`src/rtl/slot_strobe_pkg.sv`:
```
package slot_strobe_pkg;

  typedef enum logic [1:0] {
    SEQ_IDLE    = 2'd0,
    SEQ_STROBE  = 2'd1,
    SEQ_RECOVER = 2'd2
  } seq_state_e;

endpackage

```
`src/rtl/slot_timing_regs.sv`:
```
module slot_timing_regs #(
  parameter int NUM_SLOTS = 4,
  parameter int CODE_W    = 2,
  localparam int FIELD_W  = 2 * CODE_W,
  localparam int REG_W    = NUM_SLOTS * FIELD_W,
  localparam int SLOT_W   = $clog2(NUM_SLOTS)
) (
  input  logic              clk_i,
  input  logic              rst_ni,
  input  logic              wr_en_i,
  input  logic [REG_W-1:0]  wr_data_i,
  input  logic              idle_i,
  input  logic [SLOT_W-1:0] slot_i,
  output logic [CODE_W-1:0] dur_code_o,
  output logic [CODE_W-1:0] rec_code_o
);

  logic [REG_W-1:0]  timing_q;
  logic [CODE_W-1:0] dur_field [NUM_SLOTS];
  logic [CODE_W-1:0] rec_field [NUM_SLOTS];

  // writes land only between accesses
  always_ff @(posedge clk_i or negedge rst_ni) begin
    if (!rst_ni)                timing_q <= '0;
    else if (wr_en_i && idle_i) timing_q <= wr_data_i;
  end

  for (genvar g = 0; g < NUM_SLOTS; g++) begin : g_field
    assign dur_field[g] = timing_q[g*FIELD_W+CODE_W +: CODE_W];
    assign rec_field[g] = timing_q[g*FIELD_W        +: CODE_W];
  end

  assign dur_code_o = dur_field[slot_i];
  assign rec_code_o = rec_field[slot_i];

endmodule

```
`src/rtl/slot_tick_decode.sv`:
```
module slot_tick_decode #(
  parameter int CODE_W = 2,
  parameter int CNT_W  = 4,
  localparam int NUM_CODES = 1 << CODE_W,
  parameter logic [NUM_CODES*CNT_W-1:0] TICK_TABLE = {4'd15, 4'd12, 4'd4, 4'd3}
) (
  input  logic [CODE_W-1:0] code_i,
  output logic [CNT_W-1:0]  ticks_o
);

  assign ticks_o = TICK_TABLE[int'(code_i)*CNT_W +: CNT_W];

endmodule

```
`src/rtl/slot_access_seq.sv`:
```
module slot_access_seq
  import slot_strobe_pkg::*;
#(
  parameter int NUM_SLOTS = 4,
  parameter int CNT_W     = 4,
  localparam int SLOT_W   = $clog2(NUM_SLOTS)
) (
  input  logic              clk_i,
  input  logic              rst_ni,
  input  logic              req_i,
  input  logic [SLOT_W-1:0] req_slot_i,
  input  logic              req_we_i,
  input  logic [CNT_W-1:0]  dur_ticks_i,
  input  logic [CNT_W-1:0]  rec_ticks_i,
  output seq_state_e        state_o,
  output logic [SLOT_W-1:0] slot_o,
  output logic              we_o,
  output logic              capture_o,
  output logic              done_o
);

  localparam logic [CNT_W-1:0] ONE = CNT_W'(1);

  seq_state_e        state_q;
  logic [CNT_W-1:0]  cnt_q;
  logic [CNT_W-1:0]  rec_q;
  logic [SLOT_W-1:0] slot_q;
  logic              we_q;
  logic              done_q;
  logic              last_tick;

  assign last_tick = (cnt_q == '0);

  always_ff @(posedge clk_i or negedge rst_ni) begin
    if (!rst_ni) begin
      state_q <= SEQ_IDLE;
      cnt_q   <= '0;
      rec_q   <= '0;
      slot_q  <= '0;
      we_q    <= 1'b0;
      done_q  <= 1'b0;
    end else begin
      done_q <= 1'b0;
      unique case (state_q)
        SEQ_IDLE: begin
          if (req_i) begin
            state_q <= SEQ_STROBE;
            cnt_q   <= dur_ticks_i - ONE;
            rec_q   <= rec_ticks_i;
            slot_q  <= req_slot_i;
            we_q    <= req_we_i;
          end
        end
        SEQ_STROBE: begin
          if (last_tick) begin
            state_q <= SEQ_RECOVER;
            cnt_q   <= rec_q - ONE;
          end else begin
            cnt_q <= cnt_q - ONE;
          end
        end
        SEQ_RECOVER: begin
          if (last_tick) begin
            state_q <= SEQ_IDLE;
            done_q  <= 1'b1;
          end else begin
            cnt_q <= cnt_q - ONE;
          end
        end
        default: state_q <= SEQ_IDLE;
      endcase
    end
  end

  assign state_o   = state_q;
  assign slot_o    = slot_q;
  assign we_o      = we_q;
  assign capture_o = (state_q == SEQ_STROBE) && last_tick;
  assign done_o    = done_q;

endmodule

```
`src/rtl/slot_strobe_gen.sv`:
```
module slot_strobe_gen
  import slot_strobe_pkg::*;
#(
  parameter int NUM_SLOTS = 4,
  parameter int CODE_W    = 2,
  parameter int CNT_W     = 4,
  parameter int DATA_W    = 8,
  localparam int NUM_CODES = 1 << CODE_W,
  parameter logic [NUM_CODES*CNT_W-1:0] TICK_TABLE = {4'd15, 4'd12, 4'd4, 4'd3},
  localparam int REG_W    = NUM_SLOTS * 2 * CODE_W,
  localparam int SLOT_W   = $clog2(NUM_SLOTS)
) (
  input  logic              clk_i,
  input  logic              rst_ni,
  input  logic              cfg_we_i,
  input  logic [REG_W-1:0]  cfg_wdata_i,
  input  logic              req_i,
  input  logic [SLOT_W-1:0] req_slot_i,
  input  logic              req_we_i,
  input  logic [DATA_W-1:0] rd_data_i,
  output logic              busy_o,
  output logic              done_o,
  output logic [NUM_SLOTS-1:0] strobe_o,
  output logic              strobe_we_o,
  output logic [DATA_W-1:0] rd_data_o
);

  seq_state_e        state;
  logic [SLOT_W-1:0] act_slot;
  logic              act_we;
  logic              capture;
  logic              idle;
  logic [CODE_W-1:0] dur_code, rec_code;
  logic [CNT_W-1:0]  dur_ticks, rec_ticks;
  logic [DATA_W-1:0] rd_q;

  assign idle = (state == SEQ_IDLE);

  slot_timing_regs #(
    .NUM_SLOTS(NUM_SLOTS),
    .CODE_W   (CODE_W)
  ) regs_i (
    .clk_i     (clk_i),
    .rst_ni    (rst_ni),
    .wr_en_i   (cfg_we_i),
    .wr_data_i (cfg_wdata_i),
    .idle_i    (idle),
    .slot_i    (req_slot_i),
    .dur_code_o(dur_code),
    .rec_code_o(rec_code)
  );

  slot_tick_decode #(
    .CODE_W    (CODE_W),
    .CNT_W     (CNT_W),
    .TICK_TABLE(TICK_TABLE)
  ) dur_dec_i (
    .code_i (dur_code),
    .ticks_o(dur_ticks)
  );

  slot_tick_decode #(
    .CODE_W    (CODE_W),
    .CNT_W     (CNT_W),
    .TICK_TABLE(TICK_TABLE)
  ) rec_dec_i (
    .code_i (rec_code),
    .ticks_o(rec_ticks)
  );

  slot_access_seq #(
    .NUM_SLOTS(NUM_SLOTS),
    .CNT_W    (CNT_W)
  ) seq_i (
    .clk_i      (clk_i),
    .rst_ni     (rst_ni),
    .req_i      (req_i),
    .req_slot_i (req_slot_i),
    .req_we_i   (req_we_i),
    .dur_ticks_i(dur_ticks),
    .rec_ticks_i(rec_ticks),
    .state_o    (state),
    .slot_o     (act_slot),
    .we_o       (act_we),
    .capture_o  (capture),
    .done_o     (done_o)
  );

  for (genvar g = 0; g < NUM_SLOTS; g++) begin : g_strobe
    assign strobe_o[g] = (state == SEQ_STROBE) && (act_slot == SLOT_W'(g));
  end

  assign strobe_we_o = (state == SEQ_STROBE) && act_we;
  assign busy_o      = !idle;

  always_ff @(posedge clk_i or negedge rst_ni) begin
    if (!rst_ni)                rd_q <= '0;
    else if (capture && !act_we) rd_q <= rd_data_i;
  end

  assign rd_data_o = rd_q;

endmodule

```
`config.mk`:
```
export PLATFORM = sky130hd
export DESIGN_NAME = slot_strobe_gen
export DESIGN_NICKNAME = d
export VERILOG_FILES = /design/src/rtl/slot_strobe_pkg.sv /design/src/rtl/slot_timing_regs.sv /design/src/rtl/slot_tick_decode.sv /design/src/rtl/slot_access_seq.sv /design/src/rtl/slot_strobe_gen.sv
export SDC_FILE = /design/constraint.sdc
export NUM_CORES = 1
export LEC_CHECK = 0
export BUFFER_PORTS_ARGS = -buffer_cell sky130_fd_sc_hd__buf_2
export CAP_MARGIN = 30
export CORE_UTILIZATION = 45
export DETAILED_ROUTE_END_ITERATION = 16
export PLACE_DENSITY = 0.68
export REMOVE_ABC_BUFFERS = 1
export SYNTH_ARGS = -nofsm -noshare
export SYNTH_HDL_FRONTEND = slang
export SYNTH_HIERARCHICAL = 1
export SYNTH_SLANG_ARGS = --single-unit
export TNS_END_PERCENT = 5
```
`constraint.sdc`:
```
create_clock -name clk_i -period 2.9 [get_ports clk_i]
set_input_delay 0.145 -clock clk_i [delete_from_list [all_inputs] [get_ports clk_i]]
set_output_delay 0.145 -clock clk_i [all_outputs]
set_load 0.05 [all_outputs]
```
# --- Yosys cells after proc, flatten, opt, wreduce, memory -nomap -nowiden ---
# Index checks and enable logic that the tools add are counted.
classes:
  eq_ne: 9
  order_cmp: 1
  bitwise: 1
  reduce_logical: 17
  n_mux: 16
  add_sub_neg: 3
  shift: 2
op_table:
  columns: ["op", "n"]
  rows:
  - ["$shiftx A16 B5 Y4 const A", 2]
  - ["$mux W2", 7]
  - ["$mux W4", 3]
  - ["$pmux W4 S3", 1]
  - ["$sub A4 B1 Y4 const B", 3]
  - ["$bmux W2 S2", 2]
  - ["$logic_and A1 B1 Y1", 8]
  - ["$eq A2 B2 Y1 const B", 3]
  - ["$pmux W2 S3", 1]
  - ["$reduce_and A3 Y1", 2]
  - ["$eq A2 B1 Y1 const B", 2]
  - ["$logic_not A2 Y1", 2]
  - ["$logic_not A4 Y1", 1]
  - ["$ne A2 B1 Y1 const B", 2]
  - ["$ne A2 B2 Y1 const B", 2]
  - ["$ge A3 B3 Y1 const B", 1]
  - ["$not A2 Y3", 1]
  - ["$reduce_bool A3 Y1", 1]
  - ["$logic_not A1 Y1", 2]
  - ["$mux W1", 2]
  - ["$reduce_and A2 Y1", 1]
word_totals:
  input_bits: 31
  out_inout_bits: 15
  regBits: 38

# --- Depth between registers and ports, before layout ---
# Gate-level depths: netlist of run 1.
depth:
  ltp_word: 8
  depth_mapped: 10

# --- By module ---
# The synthesis of run 1 kept the hierarchy.
modules_own_cells:
  columns: ["module", "instances", "seq_area_each_um2", "area_per_inst_um2", "cells_each"]
  rows:
  - ["slot_access_seq", 1, 350.3, 899.6, 88]
  - ["slot_timing_regs", 1, 400.4, 740.7, 38]
  - ["slot_strobe_gen", 1, 200.2, 392.9, 25]
  - ["slot_tick_decode", 2, 0.0, 42.5, 7]

# --- Least setup slack after synthesis of run 1 ---
# Ideal clock, no wire load.
synth_path:
  kind: "register -> output"
  start: "reg seq_i.state_q[1] (netlist: seq_i/state_o[1])"
  end: "out strobe_o[0]"
  stages_incl_launch_ff: 2
  path_slack_ns: 0.642
  t_arrival_ns: 2.113
  path_buffers: 0
  cell_sequence: "dfrtp_1 > nor4b_1"
synth_between:
  elab_chain_len: 2
synth_rtl:
  columns: ["item", "line_no", "source"]
  rows:
  - ["start, declared", "slot_access_seq.sv:24", "seq_state_e state_q;"]
  - ["start signal, assigned", "slot_access_seq.sv:36", "state_q <= SEQ_IDLE;"]
  - ["start signal, assigned", "slot_access_seq.sv:47", "state_q <= SEQ_STROBE;"]
  - ["start signal, assigned", "slot_access_seq.sv:56", "state_q <= SEQ_RECOVER;"]
  - ["$eq A2 B1 Y1", "slot_strobe_gen.sv:90", "assign strobe_o[g] = (state == SEQ_STROBE) && (act_slot == SLOT_W'(g));"]
  - ["$logic_and A1 B1 Y1", "slot_strobe_gen.sv:90", null]
  - ["end, declared", "slot_strobe_gen.sv:23", "output logic [NUM_SLOTS-1:0] strobe_o,"]
# No other way between the ends.

# --- Worst setup path after layout of run 1 ---
layout_path:
  start: "reg seq_i.cnt_q[0]"
  end: "reg rd_q[2] (netlist: rd_data_o[2])"
layout_between:
  elab_chain_len: 3
layout_rtl:
  columns: ["item", "line_no", "source"]
  rows:
  - ["start, declared", "slot_access_seq.sv:25", "logic [CNT_W-1:0] cnt_q;"]
  - ["start signal, assigned", "slot_access_seq.sv:48", "cnt_q <= dur_ticks_i - ONE;"]
  - ["start signal, assigned", "slot_access_seq.sv:57", "cnt_q <= rec_q - ONE;"]
  - ["start signal, assigned", "slot_access_seq.sv:59", "cnt_q <= cnt_q - ONE;"]
  - ["$logic_not A4 Y1", "slot_access_seq.sv:32", "assign last_tick = (cnt_q == '0);"]
  - ["$logic_and A1 B1 Y1", "slot_access_seq.sv:78", "assign capture_o = (state_q == SEQ_STROBE) && last_tick;"]
  - ["net capture", "slot_strobe_gen.sv:31", "logic capture;"]
  - ["$logic_and A1 B1 Y1", "slot_strobe_gen.sv:98", "else if (capture && !act_we) rd_q <= rd_data_i;"]
  - ["end signal, assigned", "slot_strobe_gen.sv:98", null]
  - ["end, declared", "slot_strobe_gen.sv:35", "logic [DATA_W-1:0] rd_q;"]
# The timed path passes the listed nets, and every way through them passes these cells.
# A chain may end at the register's enable or synchronous reset.

==> results of run 1 <==
[cell usage after synthesis (2+ instances only)]
library cell               instances  area share, %
sky130_fd_sc_hd__nor4bb_1          2           0.95
sky130_fd_sc_hd__mux4_1            4            5.0
sky130_fd_sc_hd__a31oi_1           2           0.59
sky130_fd_sc_hd__inv_1            21            3.7
sky130_fd_sc_hd__nand2_1           3           0.53
sky130_fd_sc_hd__nor2b_1           2           0.59
sky130_fd_sc_hd__o221ai_1          2           0.83
sky130_fd_sc_hd__xnor2_1           2           0.83
sky130_fd_sc_hd__buf_6             2            1.1
sky130_fd_sc_hd__nor3_1            3           0.71
sky130_fd_sc_hd__dfrtp_1          38             45
sky130_fd_sc_hd__mux2_4           18             13
sky130_fd_sc_hd__nand3b_1          2           0.71
sky130_fd_sc_hd__buf_4             4            1.4
sky130_fd_sc_hd__ha_1              9            5.3
sky130_fd_sc_hd__a21oi_1           3           0.71
sky130_fd_sc_hd__a22o_1            2           0.83
sky130_fd_sc_hd__mux2_2           13            6.9
sky130_fd_sc_hd__nor2_1            6            1.1
sky130_fd_sc_hd__o21a_1            2           0.71
[worst paths after layout]
path                                                        end  slack, ns  cells after the start
worst max register to register         rd_data_o[2]$_DFFE_PN0P_       0.70                      8
max in group asynchronous          seq_i/state_o[1]$_DFFE_PN0P_       1.88                      2
worst min-delay path                   rd_data_o[1]$_DFFE_PN0P_       0.08                      2
min in group asynchronous            seq_i/cnt_q[3]$_DFFE_PN0P_       0.49                      2
worst max-delay path                   rd_data_o[2]$_DFFE_PN0P_       0.70                      8
worst min register to register  regs_i/timing_q[12]$_DFFE_PN0P_       0.51                      1
[area by class of cell]
class / count / area (sq um) / share of cell area (%)
repair buffers: 47 / 243 / 9.67
multi-input cells: 99 / 1030 / 41.1
clock inverters: 2 / 60.1 / 2.39
well taps: 52 / 65.1 / 2.59
clock buffers: 6 / 82.6 / 3.29
flip-flops and latches: 38 / 951 / 37.9
inverters: 21 / 78.8 / 3.14
[sequential cells by signal (all words and copies together) (netlist names)]
signal,count
rd_data_o,8
seq_i/slot_o,2
regs_i/timing_q,16
seq_i/cnt_q,4
seq_i/we_o,1
seq_i/rec_q,4
seq_i/done_o,1
seq_i/state_o,2
[per-stage QoR]
step | utilization [%] | hold WS [ns] | setup slack (ns) | instance area, sq um
after floorplan | - | -0.151 | 0.627 | 2060
after global placement | 53.1 | 0.307 | 0.802 | 2360
after detailed placement | 53.1 | 0.303 | 0.762 | 2360
after CTS | 56.5 | 0.0721 | 0.747 | 2510
after global routing | 56.5 | 0.0651 | 0.533 | 2510
final | 56.5 | 0.0840 | 0.704 | 2510
[power by group]
group | switching [mW] | internal [mW]
Sequential | 0.210 | 0.803
Combinational | 0.987 | 0.832
Clock | 0.186 | 0.367
[layer usage]
metal / GRT usage, % / share of wire, %
met4: 5.78 / 1.1
met3: 5.41 / 3.0
met2: 29.9 / 51
met5: 0 / 0
met1: 21.8 / 44
[logic make-up (layout without fill, tap and decap cells)]
group / Yosys count / count (layout) / share of synthesized area, %
XOR/XNOR: 3 / 3 / 1.24
adder cells (fa/ha/maj): 9 / 9 / 5.32
buffers and inverters: 28 / 76 / 6.44
AO/OA/AOI/OAI: 22 / 22 / 8.09
flip-flops: 38 / 38 / 44.9
multiplexers: 36 / 36 / 25.1
AND/OR/NAND/NOR: 29 / 29 / 8.92
[worst reg2reg max path, cell delays in order (launching register included)]
cell	delay [ns]
sky130_fd_sc_hd__dfrtp_1	0.44
sky130_fd_sc_hd__inv_1	0.11
sky130_fd_sc_hd__ha_1	0.25
sky130_fd_sc_hd__nor3b_2	0.41
sky130_fd_sc_hd__nand2_1	0.18
sky130_fd_sc_hd__inv_1	0.07
sky130_fd_sc_hd__nor2b_1	0.12
sky130_fd_sc_hd__buf_4	0.21
sky130_fd_sc_hd__mux2_4	0.32
[what timing repair did]
item	CTS	global route
setup endpoints to repair	0	0
hold buffers	1	0
hold endpoints to repair	38	0
==> results, run 1 <==
- STA puts the critical path data required time at between 3 and 4 ns.
- The number of different library cells used by synthesis comes to 45.
- Of the cells placed in the final design, the portion with a size suffix greater than 1 is between 40% and 50%.
- The area of the core region is 4440 sq um.
- In this run the worst setup path begins at seq_i/cnt_q[0]$_DFFE_PN0P_.
- The cell total after placement is roughly 260.
- The largest clock skew in the final design is approximately 0.0042 ns.
- The maximum fanout encountered on the critical timing path is 8.
- The signal on the critical path passes through inv_1 > ha_1 > nor3b_2 > nand2_1 > inv_1 > nor2b_1 > buf_4 > mux2_4.
- Across the run, the number of max-cap violations was 0.
- The post-synthesis area per instance is 12.8 sq um.
- The number of antenna violations at the first check in global routing is 0.
- The die span in y is 70.6 microns.
- STA classifies the critical path endpoint as a flop.
- The Yosys step of the flow raised 6 warnings.
- During placement, the flow inserted port buffers numbering 45.
- IR analysis of the VDD net gives a maximum drop of about 480 uV.
- For this run, the detailed router's first-pass iteration total came to 10.
- The full die area is 4990 sq um.
- The setup TNS is 0 ns.
- Among the stages of the critical path, the cell type that occurs most often is sky130_fd_sc_hd__inv_1.
- For this design the static power due to leakage is 1.26 nW.
- 0 antenna diodes ended up in the layout.
- The via count of the first global-routing pass is 1,414.
- The count of cells in the finished layout, fillers not included, comes to approximately 270.
- After the last flow step, the layout net total stands at about 250.
- The post-route DRC violation count is 4.
- The max-slew violation total from the final report came to 0.
- Counting flops with an async set or reset pin after synthesis yields a share of 100%.
- CTS placed an instance of sky130_fd_sc_hd__clkbuf_8 at the clock tree root.
- Clock tree synthesis inserted a total of 5 buffers.
- The final critical delay including setup and external delays is 2.20 ns.
- The sort of element at the start of the critical path is a flop.
- The maximum cell stage delay along the critical path is 0.44 ns.
- The checks that failed: DRC.
- The main flop type after synthesis is sky130_fd_sc_hd__dfrtp_1.
- The maximum clock path buffer count is 2.
- The top achievable clock speed is 0.455 GHz.
- For this block, the routed nets add up to 3960 microns of wire.
- After clock tree synthesis, the clock-pin slew on the worst setup and hold paths is 0.08 ns.
- The max-slew headroom at the worst pin is 44.6%.
- TritonCTS built the clock tree.
- Dividing the detail-routed wire length by the instance count gives 15.0 microns.
- The type of the worst min-delay path is primary input to flop.
- Post-CTS timing repair inserted 0 buffers for setup.
- The first global-routing pass estimated between 6000 and 7000 microns of wire.
- By startpoint and endpoint, the worst setup path is classified as flop to flop.
- The hold path startpoint is rd_data_i[1].
- Setup violations remaining at the end of the flow were counted as 0.
- The number of DRC violations after detailed-routing iteration 0 is 47.
- The vias per cell is 5.18.
- The kind of cell with the highest combined delay along the critical path is simple AND/OR/NAND/NOR gates.
- The number of routed nets with antenna violations is 0.
- 46 I/O pins were placed.
- The final weighted congestion in routability-driven placement is about 0.82.
- The number of standard cells after synthesis is around 170.
- Summing internal, switching and leakage power gives 3.39 mW.
- In the layout the commonest cells are 45 x sky130_fd_sc_hd__buf_2, 38 x sky130_fd_sc_hd__dfrtp_1, 21 x sky130_fd_sc_hd__inv_1, 18 x sky130_fd_sc_hd__mux2_4, 13 x sky130_fd_sc_hd__mux2_2.
- Leaving out fill and tap cells, the most frequent cell in the layout is sky130_fd_sc_hd__buf_2.
- The run finished, with violations left.
- For this design, the sink count on the clock tree is 38.
- At the pin with the least slew margin, the transition time is approximately 0.83 ns.
- Setup repair after global routing left no endpoint under its margin.
- The via count is 1,373.
- Clock latency on the worst-skew pair, taken at its later pin, is around 0.29 ns.
- The number of fillers in the final layout is 369.
- The width of the die is 70.6 microns.
- Dividing total power by cell area gives a power density of about 1300 nW/um^2.
- The maximum number of pins on one net before global-route repair is 39.
- After layout, the worst path uses 75.7% of the clock period.
- Counting flops with a built-in enable in the synthesized netlist gives 0.
- The endpoint arrival time on the critical path is 2.37 ns.
- The area added between synthesis and finish is 18.5%.
- The area of the mapped netlist is 2120 sq um.
- The sequential fraction of the synthesis area is 44.9%.
- The master of the slowest instance on the critical path is sky130_fd_sc_hd__dfrtp_1.
- The number of core rows is 24.
- The clock tree synthesis step divided the H-tree into 2 levels.
- The worst path buffer plus inverter count is 3.
- The startpoint identified for the worst register-to-register timing path is seq_i/cnt_q[0]$_DFFE_PN0P_.
- The HPWL after detailed placement is about 2900 microns.
- The total congestion overflow is 0.
- The synthesis-stage register bit count is 38.
- The number of gates resized after CTS was 0.
- The initial utilization of the core area, before any placement, comes to 47.7%.
- The final hold violation count is 0.
- Across every metal layer, demand over resource in global routing totals 17.7%.
Note: power is estimated with default switching activity, not from simulation.
==> run 2, diff against run 1 <==
- ABC_AREA: unset -> 1
- PLACE_DENSITY: 0.68 -> 0.7
- clock period: 2.9 -> 1.9 ns (I/O delays scaled with it)
==> results, run 2 <==
- The post-synthesis area per instance is 8.24 sq um.
- The compound-cell area share of the yosys netlist is 8.48%.
- In this run the most used layer during global routing was met2.
- The max-slew violation total from the final report is 0.
- The die span in y is 72.6 microns.
- The leading cell type in the layout, fill and taps excluded is sky130_fd_sc_hd__nand2_1.
- The core region is 4750 sq um.
- Walking the worst path, the cells encountered are inv_1 > nand2_1 > nand3_1 > nand2_2 > inv_1 > ha_1 > inv_2 > buf_4 > nor2_1 > nand2_1 > nand2_1 > nand2_1 > a21oi_1 > nand2_1 > nand2_1.
- In the post-route analysis, the smallest setup slack over all paths is 0.191 ns.
- Per report_power, the combinational group accounts for 56.6% of the total.
- The type of the setup path with the least slack is flop to flop.
- The async set or reset register ratio after synthesis is 100%.
- The register with the most flip-flops in the layout has 16 of them.
- The floorplan step defined a die boundary enclosing 5270 sq um.
- The first-pass iteration count of the detailed router is 4.
- The number of nets in the finished design is 358.
- Across the VDD grid, the largest voltage drop is 596 uV.
- The repair_antennas step left the layout with diodes totalling 0.
- The final hold violation count is 0.
- The vias per cell is between 4 and 5.
- The maximum number of pins on one net before global-route repair is 33.
- At the pin with the least slew margin, the transition time is 0.501 ns.
- The worst slack after detailed placement is 0.129 ns.
- The adder-cell share of the synthesized area is 5.02%.
- The count of pins on the block boundary is 46.
- Synthesis inferred 38 register bits.
- The number of clock buffers added by TritonCTS is 5.
- The width of the die is 72.6 microns.
- The total number of clock tree sinks is 38.
- The met1 demand-to-capacity share in global routing is approximately a fifth.
- Once placement completed, the tool counted placed cells totaling 376.
- On the final layout, the worst clock skew is 0.00579 ns.
- The portion of synthesized cell area occupied by the leading cell type is 42.4%.
- Setup violations remaining at the end of the flow were counted as 0.
- The via count of the first global-routing pass is 1,683.
- Of all cell types, the one taking the most synthesized area is sky130_fd_sc_hd__dfrtp_1.
- Counting every instance in the synthesized netlist gives approximately 270.
- The flow ran to the end, and the final reports show no timing, DRC or antenna violations.
- The via count is 1,759.
- The count of input and output buffers is 45.
- The area growth from synthesis to layout is 14.8%.
- The first global-routing pass estimated 7150 microns of wire.
- The final non-filler cell total is 385.
- The post-route DRC violation count is 0.
- The library cell used as clock root buffer is sky130_fd_sc_hd__clkbuf_8.
- At the worst endpoint, the arrival time is 1.94 ns.
- The master of the slowest instance on the critical path is sky130_fd_sc_hd__dfrtp_1.
- In the synthesized netlist, mux cells make up 2.01% of the area.
- The final weighted congestion in routability-driven placement is 0.802.
- The number of DRC violations after detailed-routing iteration 0 is just over 80.
- The min-delay analysis places its worst path in the category primary input to flop.
- The main flop type after synthesis is sky130_fd_sc_hd__dfrtp_1.
- Dividing the final minimum period by the clock period gives 90.0%.
- After synthesis, the largest family of logic cells by area is simple AND/OR/NAND/NOR gates.
- At the worst endpoint, the required time is 2.13 ns.
- The cell that appears most often on the critical path is sky130_fd_sc_hd__nand2_1.
- The final critical delay including setup and external delays is 1.71 ns.
- Yosys printed 6 warnings.
- By count the netlist is led by 72 x sky130_fd_sc_hd__nand2_1, 45 x sky130_fd_sc_hd__inv_1, 38 x sky130_fd_sc_hd__dfrtp_1.
- The number of routed nets with antenna violations is 0.
- The power share of the sequential group is a little under a third.
- Sequential cells were found to cover 42.4% of the synthesized design area.
- The global router's overall resource usage is 17.6%.
- For flop-to-flop paths, the worst setup slack is 0.19 ns.
- Yosys mapped the design onto 25 distinct sky130hd cell types.
- The maximum clock path buffer count is 2.
- The number of antenna violations at the first check in global routing is 0.
- The number of levels in the clock H-tree is 2.
- The number of core rows is 25.
- Global routing consumed, on the met2 layer, 31.2% of the routing resources.
- The number of max-cap violations is 0.
- Of the cells placed in the final design, the portion with a size suffix greater than 1 is 33.6%.
- The clock reaches the later pin of the worst-skew pair after 0.29 ns.
- Clock-pin slew was measured on the worst setup and hold paths at 0.07 ns.
- The number of enable flip-flop cells after synthesis is 0.
- The leakage power is 1.42 nW.
- After synthesis the cells add up to 2240 sq um.
- STA classifies the critical path endpoint as a flop.
- The initial utilization of the core area, before any placement, comes to 47.2%.
- The top achievable clock speed is 0.585 GHz.
- The clock network accounts for 11.7% of the total power.
- TritonCTS built the clock tree.
- The register with the most flip-flops is regs_i/timing_q.
- The max-slew headroom at the worst pin is about two thirds.
- The sort of element at the start of the critical path is a flop.
- The total power divided by cell area is 1720 nW/um^2.
- The synthesized netlist devotes about 30% of its cell area to simple gates.
- The per-cell routed wire length is 10.5 microns.
- Sorting the synthesized cells by area gives the leading types as sky130_fd_sc_hd__dfrtp_1 42%, sky130_fd_sc_hd__nand2_1 12%, sky130_fd_sc_hd__inv_1 7.5%.
- Net switching is about 50% of the power.
- Leaving out fill and tap cells, the most frequent cells in the layout are 71 x sky130_fd_sc_hd__nand2_1, 45 x sky130_fd_sc_hd__buf_2, 40 x sky130_fd_sc_hd__inv_1, 38 x sky130_fd_sc_hd__dfrtp_1, 23 x sky130_fd_sc_hd__nand3_1.
- The switching component of the power is approximately 2.2 mW.
- The post-synthesis xor/xnor area fraction is around 1.2%.
- Internal power comes to 2.25 mW.
- The met3 usage in global routing is 4.42%.
- By instance count, the leading cell after synthesis is sky130_fd_sc_hd__nand2_1.
- The total overflow left after global routing is 0.
- The maximum cell stage delay along the critical path is ~0.34 ns.
- Once detailed placement completed, the half-perimeter wirelength came to 3060 microns.
- The maximum fanout encountered on the critical timing path is 4.
- After detailed routing, the total wire length is between 4000 and 5000 microns.
==> run 2: cell count changes after synthesis, sizes merged, moves of 3 or more <==
cell and change:
a21oi +19, inv +27, mux2 -27, mux4 -4
nand2 +73, nand3 +26, nor2 +24, nor3 -3
==> run 2: per-stage QoR <==
step / instance area, sq um / total power, mW / setup TNS, ns / hold slack (ns) / utilization, %
2_1_floorplan: 2160 / 3.39 / 0 / -0.201 / -
3_3_place_gp: 2480 / 3.86 / 0 / 0.0279 / 52.1
3_5_place_dp: 2480 / 3.92 / 0 / 0.0288 / 52.1
4_1_cts: 2560 / 4.46 / 0 / 0.0312 / 53.9
5_1_grt: 2570 / 4.84 / -0.00144 / 0.0300 / 54.2
6_report: 2570 / 4.43 / 0 / 0.0391 / 54.2
==> run 2: power by group through the flow <==
| stage | Combinational, mW | Clock (mW) | Sequential (mW) |
|---|---|---|---|
| final | 2.51 | 0.517 | 1.41 |
| after floorplan | 1.70 | 0 | 1.70 |
| after detailed placement | 2.50 | 0 | 1.42 |
| after CTS | 2.51 | 0.540 | 1.40 |
| after global routing | 2.82 | 0.572 | 1.45 |
| after global placement | 2.46 | 0 | 1.40 |
==> run 2: what timing repair did <==
item	4_1_cts	5_1_grt
endpoints found under the setup margin	0	2
buffers inserted	0	1
hold endpoints to repair	14	0
resized for setup	0	6
hold buffers	1	0
==> run 2: worst max-delay path, delay by kind of cell, from the launching register on <==
family	cells	cell delay, ns
fa+ha+maj	1	0.27
compound gates	1	0.12
simple gates	9	0.67
buf+inv	4	0.27
flops	1	0.34
==> run 2: final cells by class <==
cell class	count	area, sq um
Sequential cell	38	951
Multi-Input combinational cell	177	1030
Timing Repair Buffer	48	250
Inverter	48	180
Tap cell	67	83.8
Clock buffer	5	68.8
Clock inverter	2	10.0
Fill cell	474	2180
==> run 2: path summary, 6_finish.rpt <==
check | start | cells after the start | endpoint
max | regs_i/timing_q[11]$_DFFE_PN0P_ | 15 | seq_i/cnt_q[3]$_DFFE_PN0P_
min | cfg_wdata_i[8] | 3 | regs_i/timing_q[8]$_DFFE_PN0P_
max reg2reg | regs_i/timing_q[11]$_DFFE_PN0P_ | 15 | seq_i/cnt_q[3]$_DFFE_PN0P_
min reg2reg | rd_data_o[5]$_DFFE_PN0P_ | 2 | rd_data_o[5]$_DFFE_PN0P_
max in group asynchronous | rst_ni | 3 | regs_i/timing_q[10]$_DFFE_PN0P_
min in group asynchronous | rst_ni | 2 | rd_data_o[5]$_DFFE_PN0P_
==> run 2: layer usage <==
metal	vias to the layer above	wire, microns	part of all wire [%]
met5	-	0	0
met4	0	55	1.4
met3	6	179	4.4
met2	39	2000	50
met1	791	1790	44
li1	923	-	-
==> run 2: cells by family (layout without fill, tap and decap cells) <==
kind of cell / after synthesis / after routing
XOR/XNOR: 3 / 3
adder cells (fa/ha/maj): 9 / 9
multiplexers: 4 / 4
flip-flops: 38 / 38
AND/OR/NAND/NOR: 135 / 135
AO/OA/AOI/OAI: 26 / 26
buffers and inverters: 57 / 103
